File: src/rtl/ir_rx_pkg.sv
package ir_rx_pkg;
  localparam logic [7:0] ADDR_CTRL   = 8'h00;
  localparam logic [7:0] ADDR_RXCTL  = 8'h10;
  localparam logic [7:0] ADDR_FIFO   = 8'h20;
  localparam logic [7:0] ADDR_INTEN  = 8'h2C;
  localparam logic [7:0] ADDR_STATUS = 8'h30;
  localparam logic [7:0] ADDR_SMPCFG = 8'h34;

  localparam int BIT_OVF   = 0;
  localparam int BIT_PKT   = 1;
  localparam int BIT_AVAIL = 4;

  typedef struct packed {
    logic push;
    logic pop;
  } fifoStrb_t;
endpackage

File: src/rtl/ir_rx_fifo_dp.sv
module ir_rx_fifo_dp
  import ir_rx_pkg::*;
#(
  parameter int DEPTH = 16,
  parameter int DW    = 8
) (
  input  logic                       clk,
  input  logic                       rstN,
  input  fifoStrb_t                  strb,
  input  logic [DW-1:0]              wrData,
  output logic [DW-1:0]              headData,
  output logic [$clog2(DEPTH):0]     fillCount,
  output logic                       full,
  output logic                       empty
);
  localparam int AW    = $clog2(DEPTH);
  localparam int CNT_W = AW + 1;

  logic [DW-1:0]    mem [DEPTH];
  logic [AW-1:0]    wrPtr, rdPtr;
  logic [CNT_W-1:0] count;
  logic             doPush, doPop;

  assign full      = (count == CNT_W'(DEPTH));
  assign empty     = (count == '0);
  assign doPop     = strb.pop & ~empty;
  assign doPush    = strb.push & (~full | doPop);
  assign headData  = mem[rdPtr];
  assign fillCount = count;

  always_ff @(posedge clk) begin
    if (doPush) mem[wrPtr] <= wrData;
  end

  always_ff @(posedge clk) begin
    if (!rstN) begin
      wrPtr <= '0;
      rdPtr <= '0;
      count <= '0;
    end else begin
      if (doPush) wrPtr <= wrPtr + 1'b1;
      if (doPop)  rdPtr <= rdPtr + 1'b1;
      count <= count + CNT_W'(doPush) - CNT_W'(doPop);
    end
  end

  AST_COUNT_BOUND: assert property (@(posedge clk) disable iff (!rstN)
    count <= CNT_W'(DEPTH));
  AST_NO_OVERFLOW: assert property (@(posedge clk) disable iff (!rstN)
    (full && !strb.pop) |=> (count == CNT_W'(DEPTH)));
  AST_POP_EMPTY: assert property (@(posedge clk) disable iff (!rstN)
    (empty && !strb.push) |=> empty);
endmodule

File: src/rtl/ir_rx_fifo_ctl.sv
module ir_rx_fifo_ctl
  import ir_rx_pkg::*;
#(
  parameter int DEPTH = 16
) (
  input  logic                   clk,
  input  logic                   rstN,
  input  logic                   busSel,
  input  logic                   busWr,
  input  logic [7:0]             busAddr,
  input  logic [31:0]            busWdata,
  output logic [31:0]            busRdata,
  input  logic                   smpPushValid,
  input  logic                   smpPktEnd,
  input  logic [7:0]             headData,
  input  logic [$clog2(DEPTH):0] fillCount,
  input  logic                   full,
  input  logic                   empty,
  output fifoStrb_t              strb,
  output logic                   cfgGlobalEn,
  output logic                   cfgRxEn,
  output logic [1:0]             cfgMode,
  output logic                   cfgInvert,
  output logic [5:0]             cfgNoise,
  output logic [7:0]             cfgIdle,
  output logic                   irq
);
  localparam int AW    = $clog2(DEPTH);
  localparam int CNT_W = AW + 1;

  logic          ovfEn, pktEn, availEn;
  logic [AW-1:0] level;
  logic          ovfFlag, pktFlag, availFlag;
  logic          wrStb, rdStb, rxOn;
  logic          ovfEvt, pktEvt, availEvt;
  logic          ovfClr, pktClr, availClr;
  logic [31:0]   rdVal;

  assign wrStb = busSel & busWr;
  assign rdStb = busSel & ~busWr;
  assign rxOn  = cfgGlobalEn & cfgRxEn;

  assign strb.pop  = rdStb & (busAddr == ADDR_FIFO) & ~empty;
  assign strb.push = rxOn & smpPushValid & (~full | strb.pop);

  assign ovfEvt   = rxOn & smpPushValid & full & ~strb.pop;
  assign pktEvt   = rxOn & smpPktEnd;
  assign availEvt = fillCount > {1'b0, level};

  assign ovfClr   = wrStb & (busAddr == ADDR_STATUS) & busWdata[BIT_OVF];
  assign pktClr   = wrStb & (busAddr == ADDR_STATUS) & busWdata[BIT_PKT];
  assign availClr = wrStb & (busAddr == ADDR_STATUS) & busWdata[BIT_AVAIL];

  assign irq = (ovfFlag & ovfEn) | (pktFlag & pktEn) | (availFlag & availEn);

  always_ff @(posedge clk) begin
    if (!rstN) begin
      cfgGlobalEn <= 1'b0;
      cfgRxEn     <= 1'b0;
      cfgMode     <= '0;
      cfgInvert   <= 1'b0;
      cfgNoise    <= '0;
      cfgIdle     <= '0;
      ovfEn       <= 1'b0;
      pktEn       <= 1'b0;
      availEn     <= 1'b0;
      level       <= '0;
    end else if (wrStb) begin
      case (busAddr)
        ADDR_CTRL: begin
          cfgGlobalEn <= busWdata[0];
          cfgRxEn     <= busWdata[1];
          cfgMode     <= busWdata[5:4];
        end
        ADDR_RXCTL: cfgInvert <= busWdata[2];
        ADDR_INTEN: begin
          ovfEn   <= busWdata[BIT_OVF];
          pktEn   <= busWdata[BIT_PKT];
          availEn <= busWdata[BIT_AVAIL];
          level   <= busWdata[8 +: AW];
        end
        ADDR_SMPCFG: begin
          cfgNoise <= busWdata[7:2];
          cfgIdle  <= busWdata[15:8];
        end
        default: ;
      endcase
    end
  end

  always_ff @(posedge clk) begin
    if (!rstN) begin
      ovfFlag   <= 1'b0;
      pktFlag   <= 1'b0;
      availFlag <= 1'b0;
    end else begin
      ovfFlag   <= ovfEvt   | (ovfFlag   & ~ovfClr);
      pktFlag   <= pktEvt   | (pktFlag   & ~pktClr);
      availFlag <= availEvt | (availFlag & ~availClr);
    end
  end

  always_comb begin
    rdVal = '0;
    case (busAddr)
      ADDR_CTRL:   rdVal = {26'b0, cfgMode, 2'b00, cfgRxEn, cfgGlobalEn};
      ADDR_RXCTL:  rdVal = {29'b0, cfgInvert, 2'b00};
      ADDR_FIFO:   rdVal = {24'b0, (empty ? 8'h00 : headData)};
      ADDR_INTEN: begin
        rdVal[BIT_OVF]   = ovfEn;
        rdVal[BIT_PKT]   = pktEn;
        rdVal[BIT_AVAIL] = availEn;
        rdVal[8 +: AW]   = level;
      end
      ADDR_STATUS: begin
        rdVal[BIT_OVF]    = ovfFlag;
        rdVal[BIT_PKT]    = pktFlag;
        rdVal[BIT_AVAIL]  = availFlag;
        rdVal[8 +: CNT_W] = fillCount;
      end
      ADDR_SMPCFG: rdVal = {16'b0, cfgIdle, cfgNoise, 2'b00};
      default:     rdVal = '0;
    endcase
  end

  always_ff @(posedge clk) begin
    if (!rstN) busRdata <= '0;
    else       busRdata <= rdStb ? rdVal : '0;
  end

  AST_OVF_SET: assert property (@(posedge clk) disable iff (!rstN)
    (rxOn && smpPushValid && full && !strb.pop) |=> ovfFlag);
  AST_PKT_SET: assert property (@(posedge clk) disable iff (!rstN)
    (cfgGlobalEn && cfgRxEn && smpPktEnd) |=> pktFlag);
  AST_W1C_OVF: assert property (@(posedge clk) disable iff (!rstN)
    (ovfClr && !(rxOn && smpPushValid && full && !strb.pop)) |=> !ovfFlag);
  AST_RX_GATED: assert property (@(posedge clk) disable iff (!rstN)
    (!(cfgGlobalEn && cfgRxEn) && !strb.pop) |=> $stable(fillCount));
endmodule

File: src/rtl/ir_rx_fifo_regs.sv
module ir_rx_fifo_regs
  import ir_rx_pkg::*;
#(
  parameter int DEPTH = 16
) (
  input  logic        clk,
  input  logic        rstN,
  input  logic        busSel,
  input  logic        busWr,
  input  logic [7:0]  busAddr,
  input  logic [31:0] busWdata,
  output logic [31:0] busRdata,
  input  logic        smpPushValid,
  input  logic [7:0]  smpPushData,
  input  logic        smpPktEnd,
  output logic        cfgGlobalEn,
  output logic        cfgRxEn,
  output logic [1:0]  cfgMode,
  output logic        cfgInvert,
  output logic [5:0]  cfgNoise,
  output logic [7:0]  cfgIdle,
  output logic        irq
);
  localparam int CNT_W = $clog2(DEPTH) + 1;

  fifoStrb_t        strb;
  logic [7:0]       headData;
  logic [CNT_W-1:0] fillCount;
  logic             full, empty;

  ir_rx_fifo_ctl #(.DEPTH(DEPTH)) u_ctl (
    .clk, .rstN, .busSel, .busWr, .busAddr, .busWdata, .busRdata,
    .smpPushValid, .smpPktEnd, .headData, .fillCount, .full, .empty,
    .strb, .cfgGlobalEn, .cfgRxEn, .cfgMode, .cfgInvert, .cfgNoise,
    .cfgIdle, .irq
  );

  ir_rx_fifo_dp #(.DEPTH(DEPTH), .DW(8)) u_dp (
    .clk, .rstN, .strb, .wrData(smpPushData), .headData, .fillCount,
    .full, .empty
  );
endmodule

File: config.mk
export PLATFORM = sky130hd
export DESIGN_NAME = ir_rx_fifo_regs
export DESIGN_NICKNAME = d
export VERILOG_FILES = /design/src/rtl/ir_rx_pkg.sv /design/src/rtl/ir_rx_fifo_dp.sv /design/src/rtl/ir_rx_fifo_ctl.sv /design/src/rtl/ir_rx_fifo_regs.sv
export SDC_FILE = /design/constraint.sdc
export NUM_CORES = 1
export LEC_CHECK = 0
export BUFFER_PORTS_ARGS = -buffer_cell sky130_fd_sc_hd__buf_2
export CORE_MARGIN = 2
export CORE_UTILIZATION = 51
export CTS_CLUSTER_DIAMETER = 50
export DETAILED_ROUTE_END_ITERATION = 12
export GPL_ROUTABILITY_DRIVEN = 0
export PLACE_DENSITY = 0.72
export SLEW_MARGIN = 20
export SYNTH_ARGS = -nofsm -noshare
export SYNTH_HDL_FRONTEND = slang
export SYNTH_HIERARCHICAL = 1
export SYNTH_SLANG_ARGS = --single-unit
File: constraint.sdc
create_clock -name clk -period 5.2 [get_ports clk]
set_clock_uncertainty 0.1 [all_clocks]
set_input_delay 1.04 -clock clk [delete_from_list [all_inputs] [get_ports clk]]
set_output_delay 1.04 -clock clk [all_outputs]
set_load 0.005 [all_outputs]
---- Word level (Yosys, flattened, before mapping) ----
Memories as Yosys holds them, arrays and structs flattened. A register that Yosys moved wholly into a read port is not among the register bits.
Index checks and enable logic that the tools add are counted.
operators by class
  add/sub/neg operators ................... 4
  $lt $le $gt $ge ......................... 1
  eq/ne operators ......................... 6
  multiplexer cells ....................... 11
  bitwise operators ....................... 36
  reductions and logical operators ........ 8
operators with widths
  kind                                                             number
  8-bit by 6-bit == test with 1-bit output, second input constant  4
  1-bit bitwise AND                                                22
  4-bit case mux with 3 select lines                               1
  2-bit AND reduction                                              5
  3-bit case mux with 3 select lines                               1
  4-bit by 1-bit adder with 4-bit output, second input constant    2
  8-bit by 5-bit == test with 1-bit output, second input constant  1
  8-bit zero test                                                  1
  4-bit two-way mux                                                2
  8-bit two-way mux                                                1
  2-bit case mux with 4 select lines                               1
  1-bit NOT                                                        7
  1-bit bitwise OR                                                 7
  2-bit case mux with 3 select lines                               1
  5-bit by 1-bit adder with 5-bit output                           1
  5-bit == test, second input constant                             1
  5-bit by 4-bit > comparator with 1-bit output                    1
  5-bit zero test                                                  1
  1-bit case mux with 5 select lines                               1
  5-bit by 1-bit subtractor with 5-bit output                      1
  3-bit AND reduction                                              1
  1-bit two-way mux                                                2
  1-bit case mux with 2 select lines                               1
word-level totals
  register bits ........................... 74
  bits in writable memories ............... 128
  output and inout port bits .............. 52
  memories ................................ 1
memory list
  name      words  bits a word  rd ports  clocked after Yosys merged registers in  wr ports  line                 RTL
  u_dp.mem  16     8            1         1                                        1         ir_rx_fifo_dp.sv:19  logic [DW-1:0] mem [DEPTH];

---- Logic depth before layout (Yosys ltp) ----
  depth in word-level cells ............... 9
  mapped depth ............................ 17
  gate-level depth less buffers ........... 17

---- Cells and area by module ----
Netlist, hierarchy kept.
modules (own cells, without submodules)
  module          instances  cells an instance  area each (sq um)  seq. area each (sq um)
  ir_rx_fifo_dp   1          310                5819.3             4184.0
  ir_rx_fifo_ctl  1          270                2278.4             900.9

---- Worst setup path before layout ----
OpenSTA, ideal clock, no wires.
  kind .................................... input port to flip-flop
  from .................................... input port busAddr[5]
  to ...................................... register u_dp.count[4] (netlist: u_dp/fillCount[4])
  library setup time ...................... 0.116 ns
  arrival time ............................ 4.153 ns
  setup slack ............................. 0.832 ns
  stages .................................. 15
  buffers on the path ..................... 2
  path through ............................ buf_6 -> or4b_4 -> nor3_4 -> nand3b_2 -> a21oi_1 -> o21ai_1 -> buf_2 -> ha_1 -> inv_1 -> ha_1 -> fa_1 -> a21oi_1 -> nor2_1 -> or3_1 -> and3_1
RTL lines
  element               line                   RTL
  start, declared       ir_rx_fifo_regs.sv:10  input logic [7:0] busAddr,
  end signal, assigned  ir_rx_fifo_dp.sv:43    count <= count + CNT_W'(doPush) - CNT_W'(doPop);
  end, declared         ir_rx_fifo_dp.sv:21    logic [CNT_W-1:0] count;

==> run summary <==
GR Overflow Total = 0
Post-route clock period utilization = 79.9%
Crit path kind = input port to flip-flop
Core area = 15,700 µm²
CTS buffer count = 17
Crit Path Max Fanout = 12
Worst slack, placed = 0.641 ns
Clk pwr share = 41.5%
Cell Area, Placed = 8540 µm²
Maximum vdd drop = 249 µV
CTS tree = yes
Worst Tran Pin Value = 0.930 ns
Vias/cell = 5.67
Pwr Total = 2.85 mW
Post-route setup slack = 1.05 ns
# IOs = 106
Clock transition at path regs = 0.06 ns
Sw power = 0.604 mW
Setup bufs post-CTS = 0
Min-Delay Endpoint = u_ctl/level[3]
Synthesized instance count = 580
Crit path DAT = 4.38 ns
Layout area overhead = 12.1%
Flop pwr share = 56.3%
Max Slew Vio Count = 0
Die span in y = 130 µm
Reg2reg start = u_dp/fillCount[3]
Global Route Usage Sum = 20.4%
# rows = 46
Min-Delay Startpoint = u_ctl/level[3]
DR pass1 iterations = 5
Final setup fails = 0
Initial Util = 51.5%
Register bit total from synthesis = 190
Most common cell after layout, fill and taps aside = edfxtp_1
Most frequent cells in the layout = edfxtp_1, buf_2, dfxtp_1
Buffers on Ports = 73
Normalized max-slew margin = 38.0%
Switch share = 21.2%
Setup crit end kind = flip-flop
Sequential-to-total area share from yosys stat = 62.8%
Startpoint types = input port
Final WL = 16,700 µm
Static leakage = 3.17 nW
Vias = 4,964
Largest net degree at the start of global routing = 52
DP HPWL = 11,200 µm
Global-route wire length before repair = 25,400 µm
Final Hold Vio Count = 0
PwrDens = 314 nW/µm²
Fin Hold WS = 0.376 ns
RSZ-0062 raised after global routing = false
Final setup TNS = 0 ns
Max_cap viols = 0
Die W = 130 µm
# diodes = 0
Post-synth top flop = edfxtp_1
WHS Path Cells = 2
Post-CTS Resized = 0
Gr busiest metal = met2
Number of global-route vias before repair = 4,715
Share of cells above drive strength 1 = 22.3%
GRT met1 Usage = 28.3%
Worst path required time = 5.42 ns
Hold Path Class = flip-flop to flip-flop
CTS Sinks = 190
Post-synth ARST share = 0%
Design area = 9080 µm²
Share of the synthesized area in the top cell type = 47.5%
Initial DRC Count = 407
Pint = 2.25 mW
Synth top area cells = edfxtp_1, dfxtp_1, mux4_2
Reg-to-reg endpoint = u_dp/fillCount[4]
Logic gate share of total power = 2.2%
Worst reg2reg setup slack = 1.33 ns
Drt wl/cell = 19.1 µm
Outcome = finished clean
YS warnings = 6
M3 GR Usage = 4.59%
# H-tree levels = 4
Tmin final = 4.15 ns
DRC = 0
Antenna-violating nets left = 0
Met2 usage = 31.9%
Area leader, netlist = edfxtp_1
Mapped cell area = 8100 µm²
Nets@finish = 717
Max Buffers Root-to-Sink = 2
Post-CTS Hold Fix Bufs = 0
Antenna violations before repair = 0
Root Buffer Master = clkbuf_16
EDFF count, synth = 128
Synth cell types = 62
Max Clk Rate = 241 MHz
R2R depth = 16
Full die area = 16,900 µm²
Worst-skew pair later-pin latency = 0.43 ns
Syn_area_per_cell = 14.0 µm²
## final cells by class
cell class                 instances  area, µm²
fill                            1230       6630
sequential                       190       5090
multi-input combinational        339       2690
clock buffer                      20        437
timing repair buffer              80        418
tap                              216        270
clock inverter                    12        106
inverter                          19       71.3
## registers in the layout, indices dropped and copies added (netlist names), 2 cells and up, named ones only
signal and flops:
u_dp/rdPtr 4, u_dp/mem 128, u_dp/fillCount 5, u_ctl/cfgIdle 8
u_ctl/cfgMode 2, u_ctl/cfgNoise 6, u_dp/wrPtr 4, u_ctl/level 4
u_ctl/busRdata 16
## Yosys cell counts (3+ instances only)
library cell,n
inv_1,19
nand4_1,4
nor2_1,17
o21ai_0,13
and3_1,12
xnor2_1,7
buf_2,9
dfxtp_1,62
ha_1,15
clkdlybuf4s25_2,3
a21boi_0,22
buf_6,4
buf_4,19
buf_1,3
mux4_2,24
nand2_1,48
and2_1,18
edfxtp_1,128
a21oi_1,13
mux4_1,8
nor3_1,7
nand3_1,40
clkbuf_1,9
a22oi_1,27
## critical path, stage by stage
cell	delay, ns
buf_2	0.17
or4b_4	0.61
nor3_4	0.33
nand3b_2	0.15
a21oi_1	0.22
o21ai_1	0.12
ha_1	0.29
inv_1	0.04
ha_1	0.20
fa_1	0.44
a21oi_1	0.17
nor2_1	0.07
or3_1	0.34
and3_1	0.18
## layer usage
| layer | up-vias | wire (µm) |
|---|---|---|
| met5 | - | 0 |
| met4 | 0 | 327 |
| met3 | 27 | 998 |
| met2 | 175 | 8090 |
| met1 | 2464 | 7330 |
| li1 | 2298 | - |
## power by group through the flow
stage | clock network (mW) | registers (mW) | logic [mW]
final | 1.18 | 1.61 | 0.0627
after floorplan | 0 | 1.64 | 0.0343
after CTS | 1.21 | 1.61 | 0.0619
after global routing | 1.27 | 1.61 | 0.0702
after global placement | 0 | 1.64 | 0.0582
after detailed placement | 0 | 1.64 | 0.0615
## kinds of logic (layout without fill, tap and decap cells)
| kind of cell | after synthesis | count (layout) | share of synthesized area [%] |
|---|---|---|---|
| flops | 190 | 190 | 62.8 |
| compound gates | 92 | 92 | 7.86 |
| simple gates | 172 | 172 | 11.5 |
| fa+ha+maj | 16 | 16 | 2.56 |
| xor+xnor | 9 | 9 | 0.973 |
| buf+inv | 66 | 131 | 4.68 |
| other cells | 1 | 16 | 0.0463 |
| mux | 34 | 34 | 9.55 |
## worst max path at each step
stage                     slack, ns  startpoint           endpoint
after CTS                      1.08  busAddr[4]  u_dp/fillCount[4]
after global routing           0.87  busAddr[4]  u_dp/fillCount[4]
after floorplan                0.83  busAddr[5]  u_dp/fillCount[4]
after detailed placement       0.64  busAddr[4]  u_dp/fillCount[4]
after global placement         0.71  busAddr[4]  u_dp/fillCount[4]
final                          1.05  busAddr[4]  u_dp/fillCount[4]
## per-stage QoR
| step | util (%) | instances |
|---|---|---|
| 3_3_place_gp | 54.3 | 844 |
| 4_1_cts | 57.8 | 876 |
| 2_1_floorplan | - | 595 |
| 3_5_place_dp | 54.3 | 844 |
| 5_1_grt | 57.8 | 876 |
| 6_report | 57.8 | 876 |
No activity file was read; power rests on OpenSTA's default activity.
